===== src/rtl/decomp_seq_pkg.sv =====
package decomp_seq_pkg;

   typedef enum logic [1:0] {
      CH_IDLE  = 2'd0,
      CH_START = 2'd1,
      CH_WAIT  = 2'd2,
      CH_HAND  = 2'd3
   } chain_state_e;

   function automatic int sel_width(int n);
      return (n > 1) ? $clog2(n) : 1;
   endfunction

endpackage


===== src/rtl/dsc_loader.sv =====
module dsc_loader #(
   parameter int DATA_W = 16,
   parameter int ADDR_W = 10
) (
   input  logic              clk,
   input  logic              rst_n,
   input  logic              go_i,
   input  logic              fifo_empty_i,
   input  logic [DATA_W-1:0] fifo_data_i,
   output logic              fifo_rd_o,
   output logic              wr_en_o,
   output logic [ADDR_W-1:0] wr_addr_o,
   output logic [DATA_W-1:0] wr_data_o,
   output logic              busy_o,
   output logic              last_o
);
   localparam int CNT_W = (DATA_W + 1 > ADDR_W) ? DATA_W + 1 : ADDR_W;

   logic              active_q;
   logic [CNT_W-1:0]  cnt_q;
   logic [DATA_W-1:0] terms_q;
   logic              take;
   logic              at_count_word;
   logic              last_w;

   assign take          = active_q && !fifo_empty_i;
   assign at_count_word = (cnt_q == CNT_W'(1));

   // word 1 carries the term count; a zero count ends the load right there
   always_comb begin
      if (at_count_word)
         last_w = take && (fifo_data_i == '0);
      else
         last_w = take && (cnt_q >= CNT_W'(2)) &&
                  (cnt_q == CNT_W'(terms_q) + CNT_W'(1));
   end

   always_ff @(posedge clk) begin
      if (!rst_n) begin
         active_q <= 1'b0;
         cnt_q    <= '0;
         terms_q  <= '0;
      end else if (go_i) begin
         active_q <= 1'b1;
         cnt_q    <= '0;
      end else if (take) begin
         if (at_count_word)
            terms_q <= fifo_data_i;
         if (last_w)
            active_q <= 1'b0;
         else
            cnt_q <= cnt_q + CNT_W'(1);
      end
   end

   assign fifo_rd_o = take;
   assign wr_en_o   = take;
   assign wr_addr_o = cnt_q[ADDR_W-1:0];
   assign wr_data_o = fifo_data_i;
   assign busy_o    = active_q;
   assign last_o    = last_w;

endmodule


===== src/rtl/dsc_stage_chain.sv =====
module dsc_stage_chain
   import decomp_seq_pkg::*;
#(
   parameter int NUM_STAGES = 5
) (
   input  logic                  clk,
   input  logic                  rst_n,
   input  logic                  go_i,
   input  logic [NUM_STAGES-1:0] stage_done_i,
   input  logic                  board_ready_i,
   output logic [NUM_STAGES-1:0] stage_start_o,
   output logic                  next_stage_o,
   output logic                  finish_o,
   output logic                  busy_o
);
   localparam int SEL_W = sel_width(NUM_STAGES);
   localparam logic [SEL_W-1:0] LAST_SEL = SEL_W'(NUM_STAGES - 1);

   chain_state_e          st_q;
   logic [SEL_W-1:0]      sel_q;
   logic [NUM_STAGES-1:0] sel_hot;
   logic                  cur_done;
   logic                  at_last;

   for (genvar g = 0; g < NUM_STAGES; g++) begin : g_sel
      assign sel_hot[g] = (sel_q == SEL_W'(g));
   end

   assign cur_done = |(stage_done_i & sel_hot);
   assign at_last  = (sel_q == LAST_SEL);

   always_ff @(posedge clk) begin
      if (!rst_n) begin
         st_q  <= CH_IDLE;
         sel_q <= '0;
      end else begin
         case (st_q)
            CH_IDLE: if (go_i) begin
               st_q  <= CH_START;
               sel_q <= '0;
            end
            CH_START: st_q <= CH_WAIT;
            CH_WAIT: if (cur_done)
               st_q <= at_last ? CH_IDLE : CH_HAND;
            CH_HAND: if (board_ready_i) begin
               sel_q <= sel_q + SEL_W'(1);
               st_q  <= CH_START;
            end
            default: st_q <= CH_IDLE;
         endcase
      end
   end

   assign stage_start_o = (st_q == CH_START) ? sel_hot : '0;
   assign next_stage_o  = (st_q == CH_HAND);
   assign finish_o      = (st_q == CH_WAIT) && cur_done && at_last;
   assign busy_o        = (st_q != CH_IDLE);

endmodule


===== src/rtl/decomp_seq_ctrl.sv =====
module decomp_seq_ctrl #(
   parameter int DATA_W     = 16,
   parameter int ADDR_W     = 10,
   parameter int NUM_STAGES = 5
) (
   input  logic                  clk,
   input  logic                  rst_n,
   input  logic                  sys_start_i,
   output logic                  sys_done_o,
   input  logic                  fifo_empty_i,
   input  logic [DATA_W-1:0]     fifo_data_i,
   output logic                  fifo_rd_o,
   output logic                  bank_a_we_o,
   output logic [ADDR_W-1:0]     bank_a_addr_o,
   output logic [DATA_W-1:0]     bank_a_wdata_o,
   output logic [NUM_STAGES-1:0] stage_start_o,
   input  logic [NUM_STAGES-1:0] stage_done_i,
   output logic                  next_stage_o,
   input  logic                  board_ready_i
);
   if (DATA_W < 1) begin : g_bad_data
      $error("decomp_seq_ctrl: DATA_W must be at least 1");
   end
   if (ADDR_W < 2) begin : g_bad_addr
      $error("decomp_seq_ctrl: ADDR_W must hold the two header addresses");
   end
   if (NUM_STAGES < 1) begin : g_bad_stages
      $error("decomp_seq_ctrl: NUM_STAGES must be at least 1");
   end

   logic load_busy;
   logic load_last;
   logic chain_busy;
   logic chain_finish;
   logic run_go;
   logic done_q;

   assign run_go = sys_start_i && !load_busy && !chain_busy;

   dsc_loader #(
      .DATA_W (DATA_W),
      .ADDR_W (ADDR_W)
   ) loader_i (
      .clk          (clk),
      .rst_n        (rst_n),
      .go_i         (run_go),
      .fifo_empty_i (fifo_empty_i),
      .fifo_data_i  (fifo_data_i),
      .fifo_rd_o    (fifo_rd_o),
      .wr_en_o      (bank_a_we_o),
      .wr_addr_o    (bank_a_addr_o),
      .wr_data_o    (bank_a_wdata_o),
      .busy_o       (load_busy),
      .last_o       (load_last)
   );

   dsc_stage_chain #(
      .NUM_STAGES (NUM_STAGES)
   ) chain_i (
      .clk           (clk),
      .rst_n         (rst_n),
      .go_i          (load_last),
      .stage_done_i  (stage_done_i),
      .board_ready_i (board_ready_i),
      .stage_start_o (stage_start_o),
      .next_stage_o  (next_stage_o),
      .finish_o      (chain_finish),
      .busy_o        (chain_busy)
   );

   always_ff @(posedge clk) begin
      if (!rst_n)
         done_q <= 1'b0;
      else if (run_go)
         done_q <= 1'b0;
      else if (chain_finish)
         done_q <= 1'b1;
   end

   assign sys_done_o = done_q;

endmodule


===== config.mk =====
export PLATFORM = sky130hd
export DESIGN_NAME = decomp_seq_ctrl
export DESIGN_NICKNAME = d
export VERILOG_FILES = /design/src/rtl/decomp_seq_pkg.sv /design/src/rtl/dsc_loader.sv /design/src/rtl/dsc_stage_chain.sv /design/src/rtl/decomp_seq_ctrl.sv
export SDC_FILE = /design/constraint.sdc
export NUM_CORES = 1
export LEC_CHECK = 0
export BUFFER_PORTS_ARGS = -buffer_cell sky130_fd_sc_hd__buf_2
export CAP_MARGIN = 0
export CORE_MARGIN = 8
export CORE_UTILIZATION = 40
export CTS_CLUSTER_DIAMETER = 120
export CTS_CLUSTER_SIZE = 8
export DETAILED_ROUTE_END_ITERATION = 8
export REMOVE_ABC_BUFFERS = 1
export SYNTH_ARGS = -nofsm -noshare
export SYNTH_HDL_FRONTEND = slang
export SYNTH_SLANG_ARGS = --single-unit
export TNS_END_PERCENT = 10

===== constraint.sdc =====
create_clock -name clk -period 3.05 [get_ports clk]
set_input_delay 0.4575 -clock clk [delete_from_list [all_inputs] [get_ports clk]]
set_output_delay 0.4575 -clock clk [all_outputs]
set_load 0.005 [all_outputs]

==> impl_results.md, run 1 <==
- Status: finished clean
- Comb pwr share: a little under an eighth
- Synth Area in Simple Gates: 28.4%
- Slowest CP cell: or4_4
- Commonest cells after routing, fill and taps aside: buf_2 (60), dfxtp_1 (40), nand2_1 (39), a21oi_1 (33), o21ai_0 (31)
- # Post-CTS Setup Buffers: 0
- Htree depth: 2
- R2R setup slack: about 190 ps
- Routed len/inst: around 15 um
- Die X: between 100 and 150 um
- Post-detail-place hpwl: 5800 um
- CP top delay family: simple AND/OR/NAND/NOR gates
- P_int: around 0.76 mW
- Reg-to-Reg Start: loader_i.terms_q[1]$_SDFFE_PN0P_
- Port Buffers: 60
- Ys Warns: 0
- Filler Cells Inserted: 718
- Worst skew pair latency: 300 ps
- Pins Over Slew Limit: 0
- Leakage power: 1.24 nW
- Post-detailed-route count of antenna-violating nets: 0
- Clock skew: between 10 and 15 ps
- Worst path bufs/invs: 0
- CP endpoint: chain_i.st_q[0]$_SDFFE_PN0P_
- Combinational family with the most area after synthesis: simple AND/OR/NAND/NOR gates
- DRC viols: 0
- Synth Instances: 368
- Row count: 30
- 1st-iter DRT viols: approximately 140
- Share of cells above drive strength 1: between 20 and 25%
- Main flop type after synthesis: dfxtp_1
- Final Hold Fails: 0
- Crit Path Max Fanout: 5
- Headroom to the max-slew limit: 63.7%
- Largest stage delay, worst path: about 560 ps
- Antenna diode count: 0
- Post-synthesis compound-gate area fraction: 17.8%
- CP endpoint kind: register
- Most common cell after layout, fill and taps aside: buf_2
- Avg Synthesized Cell Area: 7.75 um^2
- Psw: around 0.27 mW
- Clock Power Share: a little over a third
- Die Area: about 10000 um^2
- CP cell instances: ha_2 -> xor2_1 -> a2111oi_0 -> o211ai_1 -> nor4_2 -> nand4_2 -> or4_4 -> and3_4 -> a311oi_2
- Critical Path RT: 3260 ps
- Vias: roughly 2700
- Hold_sp: fifo_data_i[10]
- RSZ-0062 raised after global routing: no
- CTS tree: yes
- Worst-path clk slew: 90 ps
- Post-synth EDFFs: 0
- CP Launch Type: register
- Total Routed Length: between 7000 and 8000 um
- Synthesized area: 2850 um^2
- Initial antenna violation count: 0
- Seq/Total Area, Yosys: around 28%
- Hold path depth: 3
- GRT Total Usage: between 10% and 20%
- CP Depth: 9
- Adder-cell share of the synthesized area: ~5.7%
- Nets@finish: approximately 440
- Vias in the first global route: roughly 2600
- DR pass1 iterations: 5
- Area of the multi-input gates: approximately 1700 um^2
- Distinct cell type count after synthesis: 52
- Routability cong.: ~0.87
- Wire length of the first global-routing pass: between 10000 and 15000 um
- Final min period: about 2900 ps
- Max Cap Viol: 0
- Core area: just under 7000 um^2
- Worst VDD drop: 0.181 mV
- Layout area overhead: 10.8%
- Max Clock Freq: roughly 0.35 GHz
- R2R depth: 9
- Worst slew pin tran: around 540 ps
- Post-Synth XOR/XNOR Area: under 10%
- Post-CTS Hold Buffers: 0
- FF-to-FF End: chain_i.st_q[0]$_SDFFE_PN0P_
- Flop pwr share: between 50% and 60%
- Power Density: 327 nW/um^2
- Clock buffer depth: 2
- Fin crit share: between 90% and 100%
- Vias/cell: approximately 5.4
- Die height: 100 um
- WS Path Type: reg -> reg
- Hold WC Path Type: in -> reg
- FF/Latch Area: about 800 um^2
- Pin count of the biggest net entering global routing: 24
- Clock Sinks: 40
- Net Sw Frac: 26.0%
- Clk root buf: clkbuf_8
- CP Data Arrival Time: 3060 ps
- IO Count: a little over 60
- CP Launch Point: loader_i.terms_q[1]$_SDFFE_PN0P_
- Post-synth ARST share: 0%
- Initial Util: 41.7%
- Setup TNS: 0 ps
- Seq cells post-synth: 40
- Total CTS buffers: 5
- Remaining global-route overflow: 0
- Setup-failing EPs final: 0
- Final core utilization: between 40% and 50%
- Mux cell area share after synthesis: under 10%
-- power by group through the flow --
| stage | clock network, mW | logic (mW) | registers [mW] |
|---|---|---|---|
| global route | 0.412 | 0.137 | 0.537 |
| floorplan | 0 | 0.0625 | 0.546 |
| CTS | 0.386 | 0.124 | 0.535 |
| detailed placement | 0 | 0.124 | 0.548 |
| finish | 0.375 | 0.122 | 0.535 |
| global placement | 0 | 0.123 | 0.548 |
-- sequential cells by signal (all words and copies together) (netlist names) --
signal,flops
chain_i.sel_q,3
chain_i.st_q,2
loader_i.busy_o,1
loader_i.cnt_q,17
loader_i.terms_q,16
sys_done_o,1
-- through the flow --
stage | worst slack, ps | total power, mW | hold slack (ps) | cell area (um^2) | cells
2_1_floorplan | 63.5 | 0.608 | 465 | 2580 | 327
3_3_place_gp | 197 | 0.670 | 462 | 3060 | 492
3_5_place_dp | 134 | 0.671 | 462 | 3060 | 492
4_1_cts | 122 | 1.04 | 412 | 3160 | 500
5_1_grt | 2.43 | 1.09 | 421 | 3160 | 500
6_report | 194 | 1.03 | 420 | 3160 | 500
-- what timing repair did --
action / CTS / global route
resized for setup: 0 / 1
endpoints found under the hold margin: 0 / 0
setup endpoints to repair: 0 / 2
-- how the worst min path moves through the flow --
stage                                                    to
final                     loader_i.terms_q[10]$_SDFFE_PN0P_
after detailed placement            sys_done_o$_SDFFE_PP0P_
after global placement              sys_done_o$_SDFFE_PP0P_
after floorplan                     sys_done_o$_SDFFE_PP0P_
after global routing      loader_i.terms_q[13]$_SDFFE_PN0P_
after CTS                  loader_i.terms_q[8]$_SDFFE_PN0P_
-- cell families after synthesis --
kind of cell    count (synthesis)
compound gates                 86
xor+xnor                       23
fa+ha+maj                      13
buf+inv                        55
flops                          40
mux                             4
simple gates                  147
-- cells in the mapped netlist, types with 2 or more instances --
cell	n	area, um^2
a311oi_2	2	30.0
and2_1	5	31.3
and4_1	5	43.8
or4_1	3	22.5
o21ai_0	31	155
nand2b_1	6	37.5
nor2b_1	2	12.5
xor2_1	9	78.8
nand4b_1	2	17.5
a21oi_1	33	165
clkbuf_1	9	33.8
nand2_1	39	146
o31ai_1	4	30.0
o211ai_1	5	37.5
xnor2_1	14	123
nor4_1	8	50.1
ha_1	13	163
nor3_1	2	10.0
dfxtp_1	40	801
mux2i_1	4	40.0
nor2_1	20	75.1
nand4_1	8	50.1
a31oi_1	2	12.5
buf_4	30	225
and3_1	5	31.3
inv_1	13	48.8
or3_1	13	81.3
nand3_1	17	85.1
-- worst reg2reg max path, cell delays in order (launching register included) --
cell,delay [ps]
dfxtp_1,390
ha_2,300
xor2_1,140
a2111oi_0,340
o211ai_1,160
nor4_2,310
nand4_2,180
or4_4,560
and3_4,180
a311oi_2,210
-- metal layers --
| metal | share of wire, % | wire (um) | vias to the layer above | GRT usage (%) |
|---|---|---|---|---|
| met4 | 0.50 | 38 | 0 | 2.91 |
| met1 | 51 | 3820 | 1256 | 21.3 |
| li1 | - | - | 1359 | - |
| met2 | 44 | 3300 | 67 | 23.6 |
| met3 | 5.0 | 380 | 7 | 3.18 |
| met5 | 0 | 0 | - | 0 |
-- final cells by class --
class	count	area share, %
inverter	14	1.66
sequential	40	25.3
clock inverter	2	0.317
tap	96	3.80
clock buffer	6	2.61
multi-input combinational	273	54.6
timing repair buffer	69	11.6
No activity file was read; power rests on OpenSTA's default activity.
==> run 2: changes to the inputs <==
clock period = 2.9 ns   (was 3.05 ns; I/O delays follow)
==> run 2 against run 1 <==
  * Worst setup slack worse by 35 ps
  * Clock skew up 2.4 ps
  * Sequential cell count unchanged
  * Cell count up 2.0%
  * Clock power up 34%
  * Combinational power up 11%
==> impl_results.md, run 2 (synthesis results as in run 1) <==
- Status: finished clean
- Pins Over Slew Limit: 0
- Worst-path clk slew: 90 ps
- Fin area: between 3000 and 4000 um^2
- Headroom to the max-slew limit: 74.0%
- Clk root buf: clkbuf_8
- Critical Path RT: roughly 3100 ps
- Biggest register: loader_i.cnt_q
- Die height: ~100 um
- Final Hold Fails: 0
- Post-cts resize count: 0
- Routed len/inst: 14.9 um
- Post-CTS Hold Buffers: 0
- Wire length of the first global-routing pass: between 10000 and 15000 um
- GRT Total Usage: between 10% and 20%
- Power Density: approximately 370 nW/um^2
- Worst VDD drop: 0.327 mV
- Post-detail-place hpwl: 5920 um
- 1st-iter DRT viols: about 160
- Vias: 2709
- Vias/cell: between 5 and 6
- Core area: 6830 um^2
- Fin crit share: between 90% and 100%
- Setup-failing EPs final: 0
- Vias in the first global route: approximately 2700
- RSZ-0062 raised after global routing: no
- Nets@finish: about 450
- Leakage power: around 1.3 nW
- Routability cong.: just over 0.9
- Total Routed Length: 7620 um
- IO Count: 61
- CP endpoint kind: register
- Clock Sinks: 40
- Clock buffer depth: 2
- Clock skew: between 10 and 15 ps
- Total CTS buffers: 5
- # Post-CTS Setup Buffers: 0
- Final min period: about 2700 ps
- Htree depth: 2
- Initial antenna violation count: 0
- Worst skew pair latency: 300 ps
- Crit Path Max Fanout: 4
- Biggest regs: loader_i.cnt_q: 17 flops, loader_i.terms_q: 16 flops, chain_i.sel_q: 3 flops
- Die Area: slightly above 10000 um^2
- Dpl cells: roughly 500
- WS Path Type: reg -> reg
- Worst slew pin tran: just under 400 ps
- Hold WC Path Type: in -> reg
- Post-detailed-route count of antenna-violating nets: 0
- Remaining global-route overflow: 0
- Non-filler cells, final: slightly above 500
- Antenna diode count: 0
- Max Cap Viol: 0
- Port Buffers: 60
- Commonest cells after routing, fill and taps aside: buf_2 (60), dfxtp_1 (40), nand2_1 (39), a21oi_1 (32), o21ai_0 (31)
- CP Launch Type: register
- CP Data Arrival Time: a little under 3000 ps
- Filler Cells Inserted: approximately 700
- Share of cells above drive strength 1: between 20 and 25%
- DRC viols: 0
- Power, Total: roughly 1.2 mW
- Initial Util: between 40% and 50%
- Row count: 30
- Pin count of the biggest net entering global routing: 24
- Max Clock Freq: 0.365 GHz
- R2R setup slack: ~160 ps
- CTS tree: yes
- Max FFs per register: 17
- DR pass1 iterations: 4
- Die X: about 100 um
- Layout area overhead: 15.2%
- Most common cell after layout, fill and taps aside: buf_2
- Setup TNS: 0 ps
- Post-DP Area: between 3000 and 4000 um^2
## run 2: cell types whose count changed in the layout (fill, tap and decap cells not counted), sizes merged
cell	previous run	this run
buf	69	79
clkinv	3	1
bufinv	0	1
clkbuf	6	7
## run 2: worst paths after layout
check / start / endpoint / cells past startpoint
max: loader_i.terms_q[0]$_SDFFE_PN0P_ / chain_i.st_q[0]$_SDFFE_PN0P_ / 9
max reg2reg: loader_i.terms_q[0]$_SDFFE_PN0P_ / chain_i.st_q[0]$_SDFFE_PN0P_ / 9
min: fifo_data_i[13] / loader_i.terms_q[13]$_SDFFE_PN0P_ / 3
min reg2reg: sys_done_o$_SDFFE_PP0P_ / sys_done_o$_SDFFE_PP0P_ / 2
## run 2: final cells by class
class / count / area (um^2) / share of cell area, %
clock inverter: 1 / 30.0 / 0.914
inverter: 14 / 52.6 / 1.60
tap: 96 / 120 / 3.66
timing repair buffer: 79 / 455 / 13.9
multi-input combinational: 273 / 1730 / 52.7
sequential: 40 / 801 / 24.4
clock buffer: 7 / 96.3 / 2.93
## run 2: per-stage QoR
step / utilization [%] / hold WS, ps / setup WS, ps
after detailed placement: 46.1 / 471 / 128
after CTS: 48.0 / 388 / 103
after global routing: 48.1 / 386 / 22.5
after floorplan: - / 465 / -86.5
final: 48.1 / 395 / 160
after global placement: 46.1 / 463 / 152
## run 2: power breakdown
part           internal [mW]  total, mW  switching (mW)
logic                 0.0628      0.136          0.0734
clock network          0.304      0.503           0.199
registers              0.555      0.562         0.00695
## run 2: critical path: stages (launching register included)
cell      delay [ps]
dfxtp_1          320
ha_1             230
and4_2           240
and4_4           180
or3_1            350
a311oi_2         260
nand4_2          150
or4_4            530
and3_4           180
a311oi_2         220
## run 2: metal layers
metal  part of all wire, %  GRT usage [%]  routed length, um  vias to the layer above
met3                   4.8           3.18                366                        7
met1                    50           21.8               3810                     1261
met4                  0.67           3.60                 51                        0
met5                     0              0                  0                        -
met2                    44           24.2               3390                       64
li1                      -              -                  -                     1377
